===== src/rtl/hdr_ratio_pkg.sv =====
package hdr_ratio_pkg;

  typedef struct packed {
    logic clear;
    logic capEnc;
    logic capCmp;
    logic fail;
  } hdrStrobe_t;

  localparam logic [1:0] RATIO_X1 = 2'd0;
  localparam logic [1:0] RATIO_X2 = 2'd1;
  localparam logic [1:0] RATIO_X4 = 2'd2;

endpackage


===== src/rtl/hdr_ratio_ctrl.sv =====
module hdr_ratio_ctrl
  import hdr_ratio_pkg::*;
#(
  parameter int ENC_IDX = 69,
  parameter int CMP_IDX = 229
) (
  input  logic       clk,
  input  logic       rstN,
  input  logic       imgStart,
  input  logic       wordValid,
  input  logic       wordLast,
  output hdrStrobe_t strobe
);
  localparam int CNT_W = $clog2(CMP_IDX + 2);
  localparam logic [CNT_W-1:0] ENC_AT = CNT_W'(ENC_IDX);
  localparam logic [CNT_W-1:0] CMP_AT = CNT_W'(CMP_IDX);

  logic [CNT_W-1:0] wordCnt;
  logic [CNT_W-1:0] curIdx;
  logic             locked;
  logic             accept;

  always_comb begin
    curIdx = imgStart ? '0 : wordCnt;
    accept = wordValid && (imgStart || !locked);
    strobe.clear  = imgStart;
    strobe.capEnc = accept && (curIdx == ENC_AT);
    strobe.capCmp = accept && (curIdx == CMP_AT);
    strobe.fail   = accept && wordLast && (curIdx < CMP_AT);
  end

  always_ff @(posedge clk or negedge rstN) begin
    if (!rstN) begin
      wordCnt <= '0;
      locked  <= 1'b0;
    end else begin
      if (accept) wordCnt <= curIdx + 1'b1;
      else if (imgStart) wordCnt <= '0;
      if (imgStart) locked <= strobe.capCmp || strobe.fail;
      else if (strobe.capCmp || strobe.fail) locked <= 1'b1;
    end
  end
endmodule


===== src/rtl/hdr_ratio_dp.sv =====
module hdr_ratio_dp
  import hdr_ratio_pkg::*;
#(
  parameter int ENC_W = 2
) (
  input  logic             clk,
  input  logic             rstN,
  input  hdrStrobe_t       strobe,
  input  logic [ENC_W-1:0] encField,
  input  logic             cmpBit,
  input  logic             wideSel,
  output logic [1:0]       ratioCode,
  output logic             ratioValid,
  output logic             hdrError
);
  logic       encSeen;
  logic       isCmp;
  logic [1:0] nextCode;

  always_comb begin
    isCmp = !cmpBit;
    if (!isCmp && !encSeen) nextCode = RATIO_X1;
    else nextCode = (isCmp ? RATIO_X4 : RATIO_X2) + {1'b0, wideSel};
  end

  always_ff @(posedge clk or negedge rstN) begin
    if (!rstN) begin
      encSeen    <= 1'b0;
      ratioCode  <= RATIO_X1;
      ratioValid <= 1'b0;
      hdrError   <= 1'b0;
    end else begin
      if (strobe.capEnc) encSeen <= |encField;
      else if (strobe.clear) encSeen <= 1'b0;
      if (strobe.capCmp) begin
        ratioCode  <= nextCode;
        ratioValid <= 1'b1;
      end else if (strobe.clear) begin
        ratioCode  <= RATIO_X1;
        ratioValid <= 1'b0;
      end
      if (strobe.fail) hdrError <= 1'b1;
      else if (strobe.clear) hdrError <= 1'b0;
    end
  end
endmodule


===== src/rtl/hdr_ratio_sel.sv =====
module hdr_ratio_sel
  import hdr_ratio_pkg::*;
#(
  parameter int DATA_W  = 32,
  parameter int ENC_IDX = 69,
  parameter int ENC_LSB = 2,
  parameter int ENC_W   = 2,
  parameter int CMP_IDX = 229,
  parameter int CMP_BIT = 1
) (
  input  logic              clk,
  input  logic              rstN,
  input  logic              imgStart,
  input  logic              wordValid,
  input  logic [DATA_W-1:0] wordData,
  input  logic              wordLast,
  input  logic              wideSel,
  output logic              wordReady,
  output logic [1:0]        ratioCode,
  output logic              ratioValid,
  output logic              hdrError
);
  hdrStrobe_t strobe;
  logic       unusedBits;

  assign wordReady  = 1'b1;
  assign unusedBits = ^wordData;

  hdr_ratio_ctrl #(.ENC_IDX(ENC_IDX), .CMP_IDX(CMP_IDX)) ctrl (
    .clk(clk), .rstN(rstN), .imgStart(imgStart),
    .wordValid(wordValid), .wordLast(wordLast), .strobe(strobe)
  );

  hdr_ratio_dp #(.ENC_W(ENC_W)) dp (
    .clk(clk), .rstN(rstN), .strobe(strobe),
    .encField(wordData[ENC_LSB +: ENC_W]), .cmpBit(wordData[CMP_BIT]),
    .wideSel(wideSel), .ratioCode(ratioCode),
    .ratioValid(ratioValid), .hdrError(hdrError)
  );
endmodule


===== config.mk =====
export PLATFORM = sky130hd
export DESIGN_NAME = hdr_ratio_sel
export DESIGN_NICKNAME = d
export VERILOG_FILES = /design/src/rtl/hdr_ratio_pkg.sv /design/src/rtl/hdr_ratio_ctrl.sv /design/src/rtl/hdr_ratio_dp.sv /design/src/rtl/hdr_ratio_sel.sv
export SDC_FILE = /design/constraint.sdc
export NUM_CORES = 1
export LEC_CHECK = 0
export ABC_AREA = 1
export BUFFER_PORTS_ARGS = -buffer_cell sky130_fd_sc_hd__buf_2
export CORE_ASPECT_RATIO = 1.4
export CORE_MARGIN = 4
export CORE_UTILIZATION = 45
export CTS_CLUSTER_SIZE = 14
export DETAILED_ROUTE_END_ITERATION = 7
export GPL_ROUTABILITY_DRIVEN = 0
export PLACE_DENSITY = 0.79
export SKIP_LAST_GASP = 1
export SYNTH_ARGS = -nofsm -noshare
export SYNTH_HDL_FRONTEND = slang
export SYNTH_HIERARCHICAL = 1
export SYNTH_SLANG_ARGS = --single-unit
export TNS_END_PERCENT = 100

===== constraint.sdc =====
create_clock -name clk -period 4.15 [get_ports clk]
set_input_delay 0.415 -clock clk [delete_from_list [all_inputs] [get_ports clk]]
set_output_delay 0.415 -clock clk [all_outputs]
set_load 0.01 [all_outputs]

==> results of run 1 <==
-- per-stage QoR --
stage	setup slack [ns]	utilization (%)	cells	total power (uW)	hold slack (ns)
5_1_grt	2.32	53.5	146	291	0.0293
6_report	2.58	53.5	146	277	0.0195
3_3_place_gp	2.41	51.5	142	180	0.324
4_1_cts	2.58	53.5	146	282	0.0167
3_5_place_dp	2.37	51.5	142	182	0.331
2_1_floorplan	2.73	-	112	169	0.119
-- cells by family after synthesis --
group	after synthesis	share of synthesized area [%]
simple gates	63	34.5
buf+inv	22	10.9
flops	14	41.4
compound gates	4	2.66
xor+xnor	4	4.14
fa+ha+maj	4	5.92
other cells	1	0.443
-- synthesized netlist by cell type --
cell type	instances
nand2_1	35
nor2_1	11
inv_2	1
nand4_1	3
o21ai_0	3
nand3_1	7
buf_4	2
nor3_1	1
nand2_4	2
nor2_2	1
a21o_1	1
nand3b_1	1
inv_4	1
nor2_4	1
xnor2_1	1
conb_1	1
dfrtp_1	14
xor2_1	3
inv_1	18
nor3b_2	1
ha_1	4
-- worst register-to-register path: stages (launching register included) --
cell	delay [ns]
dfrtp_1	0.35
inv_1	0.05
nor2_1	0.24
ha_1	0.22
nor3b_2	0.19
nand3_1	0.13
inv_1	0.09
inv_1	0.06
nor2_1	0.08
nand2_1	0.06
nand2_1	0.05
-- routing by layer --
metal / vias up / wire [um] / GRT usage, %
met4: 0 / 9 / 6.47
li1: 367 / - / -
met5: - / 0 / 0
met3: 2 / 84 / 3.65
met1: 323 / 622 / 13.7
met2: 17 / 888 / 27.1
-- where the power goes --
| part | switching [uW] | internal, uW |
|---|---|---|
| sequential | 2.83 | 142 |
| combinational | 21.8 | 12.5 |
| clock | 44.7 | 53.3 |
-- layout make-up --
class	instances	area share, %
clock buffers	4	3.81
inverters	20	8.15
repair buffers	12	6.31
well taps	20	2.63
multi-input cells	76	42.3
flip-flops and latches	14	36.8
-- flip-flops by register name (all words and copies together) (netlist names) --
name,flops
dp/encSeen,1
dp/hdrError,1
ctrl/locked,1
ctrl/wordCnt,8
dp/ratioValid,1
dp/ratioCode,2
-- final timing paths --
kind,startpoint,endpoint,slack (ns),cells after the start
max,ctrl/wordCnt[0]$_DFF_PN0_,dp/ratioCode[1]$_DFFE_PN0P_,2.58,10
min,rstN,ctrl/locked$_DFFE_PN0P_,0.02,1
max reg2reg,ctrl/wordCnt[0]$_DFF_PN0_,dp/ratioCode[1]$_DFFE_PN0P_,2.58,10
min reg2reg,dp/ratioCode[0]$_DFFE_PN0P_,dp/ratioCode[0]$_DFFE_PN0P_,0.48,2
max in group asynchronous,rstN,ctrl/wordCnt[1]$_DFF_PN0_,3.89,1
min in group clk,wordData[2],dp/encSeen$_DFFE_PN0P_,0.35,3
==> metrics.cfg, run 1 <==
[routing]
routed_wl_um=1610
drt_first_iter_violations=19
drt_pass1_iterations=4
wire_per_inst_um=11.0
ant_nets=0
drc_errors=0
viasPerCell=4.86
vias=709

[timing]
report.final.slew_viol_count=0
finalSetupViolations=0
fin_crit_sh_pct=37.8
max_freq_ghz=0.637
rsz0062_at_grt=no
fin_crit_ns=1.57
setup_tns_ns=0
fin_skew_ns=0.000914
hold_viol=0

[grt]
grt_pass1_vias=707
overflow=0
grt_pass1_wl_um=2750
antenna_found_initial=0
grt_start_max_net_pins=15
grt_use_total_pct=14.3

[die]
fp.dieW_um=44.6
coreArea_mm2=0.00178
die_area_mm2=0.00265
io_pins=43
initial_core_util_pct=47.5
die-height_um=59.3
rows=18

[worst_setup_path]
worst_path_most_repeated_cell=inv_1
critPathTopFamily=simple AND/OR/NAND/NOR gates
path_buf_inv=3
worst-path-max-fanout=4
cp-end-kind=flip-flop
cp_slowest_cell=dfrtp_1
worstSetupPathType=reg -> reg
start_kind=flip-flop
crit_chain=inv_1, nor2_1, ha_1, nor3b_2, nand3_1, inv_1, inv_1, nor2_1, nand2_1, nand2_1
crit_arrival_ns=1.79
cp_data_required_time_ns=4.37
critPathMaxStageDelay_ns=0.35

[place]
port_buffers=12
place_hpwl_um=1250
placed_area_um2=916

[power_and_ir_drop]
vdd_drop_max_v=0.000184
power_density_mw_per_mm2=291
p_leak_uw=0.000539

[run_status]
status=completed

[cts]
cts_resized=0
htreeDepth=1
cts.sinks=14
post-cts-setup-buffers=0
numCtsBuffers=3
cts_tree=built
clkLatencyLatePin_ns=0.28
cts_hold_buffers=0
cts-root-buf=clkbuf_4
clk_pin_slew_ns=0.09
clock_path_buffers=2

[cells_and_area]
syn2layout_area_growth_pct=12.6
final_area_um2=952
final_common_cell=nand2_1
nNetsFinal=169
nFillCells=178
num_antenna_cells=0
multi_input_area_um2=403
layout_common_cells=35 x nand2_1, 18 x inv_1, 14 x dfrtp_1
ff_latch_area_um2=350
drive_above_1_share_pct=18.3

[min_path]
worst_hold_path_type=in -> async

[synth]
syn_avg_cell_area_um2=7.55
yosysTopAreaCellShare_pct=41.4
synthCells=112
ys_warn_count=6
synth_top_area_cell=dfrtp_1
yosys-top-cells-area=dfrtp_1 41%, nand2_1 16%, inv_1 8.0%, ha_1 5.9%, nor2_1 4.9%
yosysSeqAreaShare_pct=41.4
ys_seq_elements=14
syn_area_um2=846
ys_types=21
syn_nets=154

[flow_run]
drv_cap=0

Power figures use the tool's default switching activity.
==> inputs of run 2 (changes only) <==
--- a/config.mk
+++ b/config.mk
@@ -5,15 +5,15 @@
 export SDC_FILE = /design/constraint.sdc
 export NUM_CORES = 1
 export LEC_CHECK = 0
-export ABC_AREA = 1
+export ABC_AREA = 0
 export BUFFER_PORTS_ARGS = -buffer_cell sky130_fd_sc_hd__buf_2
 export CORE_ASPECT_RATIO = 1.4
 export CORE_MARGIN = 4
-export CORE_UTILIZATION = 45
+export CORE_UTILIZATION = 39
 export CTS_CLUSTER_SIZE = 14
 export DETAILED_ROUTE_END_ITERATION = 7
 export GPL_ROUTABILITY_DRIVEN = 0
-export PLACE_DENSITY = 0.79
+export PLACE_DENSITY = 0.74
 export SKIP_LAST_GASP = 1
 export SYNTH_ARGS = -nofsm -noshare
 export SYNTH_HDL_FRONTEND = slang
==> constraint.sdc (replaced) <==
create_clock -name clk -period 1.4 [get_ports clk]
set_input_delay 0.14 -clock clk [delete_from_list [all_inputs] [get_ports clk]]
set_output_delay 0.14 -clock clk [all_outputs]
set_load 0.01 [all_outputs]
==> run 2 against run 1 <==
Effect of this change:
- the flow now finishes with violations (negative setup slack)
- flip-flop and latch count is the same
- sequential power grew to 3.0 times the previous value
- synthesized area fell by 4.1%
- highest routed layer unchanged
- critical path type unchanged
- critical path depth fell by 3
- critical endpoint is now ctrl/locked$_DFFE_PN0P_
- non-clock buffer count grew 15
- synthesized cell count is 28% lower
- clock skew about the same
==> metrics.cfg, run 2 <==
[run_status]
status=finished with violations
violations=negative setup slack

[routing]
viasPerCell=5.35
routed_wl_um=1710
drc_errors=0
drt_pass1_iterations=5
vias=695
wire_per_inst_um=13.2
drt_first_iter_violations=20
ant_nets=0

[min_path]
worst_hold_path_type=in -> reg
hold_depth=3
holdPathEnd=dp/encSeen$_DFFE_PN0P_
worstHoldStart=wordData[2]

[cells_and_area]
syn2layout_area_growth_pct=29.2
regMostFlops=ctrl/wordCnt
layout_common_cells=14 x dfrtp_1, 14 x buf_4, 12 x buf_2
num_antenna_cells=0
nNetsFinal=152
largest_reg_flops=8
drive_above_1_share_pct=36.7
largestRegisters=ctrl/wordCnt x8, dp/ratioCode x2

[synth]
yosys-top-cells-area=dfrtp_1 43%, ha_1 6.2%, and3_1 3.9%, nand3_1 3.7%, inv_1 3.7%
ys_types=30
synthArstFlopShare_pct=100
syn_avg_cell_area_um2=10.0
synth-edff-count=0
synth_top_area_cell=dfrtp_1
syn_area_um2=811
synthCells=81
ys_seq_elements=14
ys_warn_count=6
yosysSeqAreaShare_pct=43.2
synth.most_common_cell=dfrtp_1
yosys-top-cells-count=14 x dfrtp_1, 8 x inv_1, 6 x nand3_1
yosysTopAreaCellShare_pct=43.2
synth_top_flop_cell=dfrtp_1
syn_nets=123

[timing]
setup_tns_ns=-0.166
report.final.slew_viol_count=0
rsz0062_at_grt=yes
setup_ws_ns=-0.0764
fin_crit_ns=1.48
fin_crit_sh_pct=105
max_freq_ghz=0.677
hold_viol=0
finalSetupViolations=4
fin_skew_ns=0.00102

[die]
die-height_um=62.0
fp.dieW_um=46.5
initial_core_util_pct=41.1
die_area_mm2=0.00288
io_pins=43
rows=19
coreArea_mm2=0.00197

[worst_setup_path]
start_kind=flip-flop
reg2reg_depth=7
worstSetupPathType=reg -> reg
cp_data_required_time_ns=1.57
r2r_start=ctrl/wordCnt[0]$_DFF_PN0_
worst-path-max-fanout=3
cp-end-kind=flip-flop
rrSetupSlack_ns=-0.08
crit_arrival_ns=1.65
reg2reg_to=ctrl/locked$_DFFE_PN0P_

[cts]
cts-root-buf=clkbuf_4
cts.sinks=14
clk_pin_slew_ns=0.08
clkLatencyLatePin_ns=0.28
numCtsBuffers=3
clock_path_buffers=2
cts_tree=built
htreeDepth=1

[flow_run]
drv_cap=0

[grt]
grt_pass1_wl_um=2590
antenna_found_initial=0
overflow=0
grt_pass1_vias=652
grt_use_total_pct=12.9
grt_start_max_net_pins=15

[power_and_ir_drop]
p_leak_uw=0.000553
power_uw=878
vdd_drop_max_v=0.000475
power_density_mw_per_mm2=838

[place]
place_hpwl_um=1240
port_buffers=12

-- run 2: cell types whose count changed after synthesis, sizes merged, moves of 2 or more --
cell / before / now
inv: 20 / 8
a21oi: 0 / 2
nor2: 13 / 5
nand2: 37 / 2
nand2b: 0 / 3
o21ai: 3 / 5
and2b: 0 / 2
a32o: 0 / 2
and3: 0 / 5
-- run 2: area by class of cell --
cell class | count | area (um^2)
clock buffer | 4 | 36.3
fill | 172 | 926
inverter | 8 | 30.0
multi-input combinational | 56 | 429
sequential | 14 | 350
tap | 21 | 26.3
timing repair buffer | 27 | 175
-- run 2: critical path, stage by stage, from the launching register on --
cell,delay (ns)
dfrtp_1,0.41
nand2_2,0.09
inv_1,0.06
ha_1,0.17
nand3b_1,0.16
nor2_2,0.07
buf_4,0.14
a211o_1,0.26
-- run 2: report_power, final --
part | total (uW) | switching (uW) | internal [uW]
clock network | 292 | 134 | 158
registers | 431 | 10.4 | 421
logic | 154 | 74.9 | 79.1
total | 878 | 219 | 658
-- run 2: what timing repair did --
action,in CTS,in global routing
setup buffers,2,0
endpoints found under the setup margin,4,8
hold buffers,1,0
hold endpoints to repair,14,0
pin swaps,4,2
gates resized for setup,2,3
-- run 2: through the flow --
stage / cells / setup slack (ns) / area [um^2] / hold WS [ns] / util, %
final: 130 / -0.0764 / 1050 / 0.0647 / 53.1
after global routing: 130 / -0.160 / 1050 / 0.0737 / 53.1
after CTS: 130 / -0.0348 / 1040 / 0.0605 / 52.5
after global placement: 123 / -0.0627 / 972 / 0.0484 / 49.3
after floorplan: 81 / -0.0209 / 822 / -0.156 / -
after detailed placement: 123 / -0.0788 / 972 / 0.0521 / 49.3
-- run 2: cells by family after synthesis --
group,count (synthesis),share of synthesized area [%]
adders and majority gates,4,6.17
muxes,1,1.39
buffers and inverters,11,6.94
DFF,14,43.2
other,1,0.463
and+or+nand+nor,31,24.5
xor gates and xnor gates,5,5.40
AOI/OAI and AO/OA,14,11.9
-- run 2: per-layer routing --
metal / share of wire, % / vias up / track usage [%]
met5: 0 / - / 0
met4: 1.3 / 0 / 7.72
met3: 8.2 / 4 / 2.59
met2: 50 / 36 / 22.4
met1: 40 / 322 / 14.0
li1: - / 333 / -
-- run 2: worst max path at each step --
stage / from / endpoint / slack (ns)
after global placement: imgStart / ctrl/locked$_DFFE_PN0P_ / -0.06
after CTS: ctrl/wordCnt[1]$_DFF_PN0_ / ctrl/locked$_DFFE_PN0P_ / -0.03
after global routing: ctrl/wordCnt[1]$_DFF_PN0_ / dp/encSeen$_DFFE_PN0P_ / -0.16
after floorplan: ctrl/wordCnt[1]$_DFF_PN0_ / ctrl/locked$_DFFE_PN0P_ / -0.02
final: ctrl/wordCnt[0]$_DFF_PN0_ / ctrl/locked$_DFFE_PN0P_ / -0.08
after detailed placement: imgStart / ctrl/locked$_DFFE_PN0P_ / -0.08
==> inputs of run 3 (changes only) <==
--- a/config.mk
+++ b/config.mk
@@ -7,13 +7,15 @@
 export LEC_CHECK = 0
 export ABC_AREA = 0
 export BUFFER_PORTS_ARGS = -buffer_cell sky130_fd_sc_hd__buf_2
+export CELL_PAD_IN_SITES_DETAIL_PLACEMENT = 1
+export CELL_PAD_IN_SITES_GLOBAL_PLACEMENT = 1
 export CORE_ASPECT_RATIO = 1.4
 export CORE_MARGIN = 4
-export CORE_UTILIZATION = 39
+export CORE_UTILIZATION = 28
 export CTS_CLUSTER_SIZE = 14
 export DETAILED_ROUTE_END_ITERATION = 7
 export GPL_ROUTABILITY_DRIVEN = 0
-export PLACE_DENSITY = 0.74
+export PLACE_DENSITY_LB_ADDON = 0.1
 export SKIP_LAST_GASP = 1
 export SYNTH_ARGS = -nofsm -noshare
 export SYNTH_HDL_FRONTEND = slang
==> run 3 against run 2 <==
Effect of this change:
- register-to-register slack about the same
- first-iteration DRC count grew 5.0%
- the flow still finishes with violations (negative setup slack)
- clock-buffer cell count did not move
- total power rose by 1.3%
- die area up 33%
- critical path depth unchanged
- flip-flop and latch count did not move
- critical endpoint unchanged
- routed wire length up 14%
- global-route usage shrank 1.2 points
- utilization is 12 points lower
- via count down 1.6%
==> metrics.cfg, run 3 (synthesis gave the netlist of run 2 again) <==
[run_status]
status=finished with violations
violations=negative setup slack

[cells_and_area]
fin_util_pct=40.6
drive_above_1_share_pct=38.9
ff_latch_area_um2=350
layout_common_cells=18 x buf_4, 14 x dfrtp_1, 12 x buf_2
final_common_cell=buf_4
instances_no_fill=149
final_area_mm2=0.00110
regMostFlops=ctrl/wordCnt
multi_input_area_um2=429
syn2layout_area_growth_pct=35.2
num_antenna_cells=0
nFillCells=342
largest_reg_flops=8
nNetsFinal=156
largestRegisters=ctrl/wordCnt x8, dp/ratioCode x2

[worst_setup_path]
start_kind=flip-flop
cp-end-kind=flip-flop
worst-path-max-fanout=3
cp_slowest_cell=dfrtp_1
critPathMaxStageDelay_ns=0.35
cp_data_required_time_ns=1.57
worstSetupPathType=reg -> reg
crit_arrival_ns=1.66
crit_chain=and2b_1, inv_2, ha_1, nand3b_1, nor2_2, buf_4, a211o_1
reg2reg_depth=7

[timing]
max_freq_ghz=0.672
hold_viol=0
report.final.slew_viol_count=0
finalSetupViolations=6
setup_tns_ns=-0.248
setup_ws_ns=-0.0877
fin_crit_ns=1.49
rsz0062_at_grt=yes
fin_crit_sh_pct=106
fin_skew_ns=0.00123

[min_path]
worst_hold_path_type=in -> reg
hold_depth=3

[power_and_ir_drop]
internal-power_uw=664
sequentialPowerShare_pct=48.2
combPwrFrac_pct=18.1
clock_power_share_pct=33.7
power_density_mw_per_mm2=811
vdd_drop_max_v=0.000372
p_leak_uw=0.000573
switchingPower_uw=225
netSwitchingFraction_pct=25.3

[grt]
grt_use_total_pct=11.7
grt_pass1_vias=770
grt_start_max_net_pins=15
antenna_found_initial=0
grt_pass1_wl_um=3260
overflow=0

[place]
dp_slack_ns=-0.123
place_hpwl_um=1570
placed_area_mm2=0.00102
port_buffers=12
place_inst=142

[routing]
drt_first_iter_violations=21
routed_wl_um=1960
viasPerCell=4.59
ant_nets=0
wire_per_inst_um=13.1
drc_errors=0
drt_pass1_iterations=4
vias=684

[die]
initial_core_util_pct=30.1
io_pins=43
fp.dieW_um=53.5
rows=22
die-height_um=71.7
coreArea_mm2=0.00270
die_area_mm2=0.00383

[cts]
clock_path_buffers=2
clk_pin_slew_ns=0.09
cts.sinks=14
numCtsBuffers=3
clkLatencyLatePin_ns=0.28
cts_tree=built
htreeDepth=1
cts-root-buf=clkbuf_4

[flow_run]
drv_cap=0

run 3: cell count changes in the layout (fill, tap and decap cells not counted), sizes merged:
cell,delta
buf,+4
run 3: per-layer routing:
layer | track usage, % | share of wire [%]
met2 | 20.7 | 55
met3 | 1.87 | 3.8
met5 | 0 | 0
met1 | 12.7 | 40
met4 | 5.97 | 1.1
run 3: worst max-delay path, delay by kind of cell, from the launching register on:
| kind | cells | cell delay, ns |
|---|---|---|
| DFF | 1 | 0.35 |
| AOI/OAI and AO/OA | 1 | 0.26 |
| adders and majority gates | 1 | 0.19 |
| and+or+nand+nor | 3 | 0.40 |
| buffers and inverters | 2 | 0.18 |
run 3: per-stage QoR:
stage | hold WS (ns) | power, uW
after global routing | 0.0893 | 946
after floorplan | -0.156 | 507
after global placement | 0.0648 | 582
final | 0.0846 | 889
after detailed placement | 0.0659 | 586
after CTS | 0.0764 | 905
run 3: cell type report:
class / instances / share of cell area, %
tap: 36 / 4.11
inverter: 8 / 2.74
multi-input combinational: 56 / 39.2
clock buffer: 4 / 3.31
timing repair buffer: 31 / 18.7
sequential: 14 / 32.0
run 3: worst paths after layout:
path | from | endpoint | slack, ns
worst max-delay path | ctrl/wordCnt[1]$_DFF_PN0_ | ctrl/locked$_DFFE_PN0P_ | -0.09
worst max register to register | ctrl/wordCnt[1]$_DFF_PN0_ | ctrl/locked$_DFFE_PN0P_ | -0.09
worst min register to register | dp/ratioValid$_DFFE_PN0P_ | dp/ratioValid$_DFFE_PN0P_ | 0.48
max in group asynchronous | rstN | ctrl/wordCnt[3]$_DFF_PN0_ | 0.87
min in group asynchronous | rstN | dp/encSeen$_DFFE_PN0P_ | 0.29
worst min-delay path | wordData[2] | dp/encSeen$_DFFE_PN0P_ | 0.08
run 3: power by group through the flow:
stage	sequential [uW]	clock [uW]	combinational, uW
after global placement	436	0	146
after CTS	429	317	160
final	429	299	161
after global routing	431	332	183
after floorplan	442	0	64.8
after detailed placement	437	0	149
run 3: repair_timing:
action / CTS / global route
pin swaps: 4 / 1
gates resized for setup: 2 / 3
endpoints found under the hold margin: 14 / 0
gates cloned: 0 / 0
setup endpoints to repair: 4 / 8
hold buffers: 1 / 0
setup buffers: 1 / 1
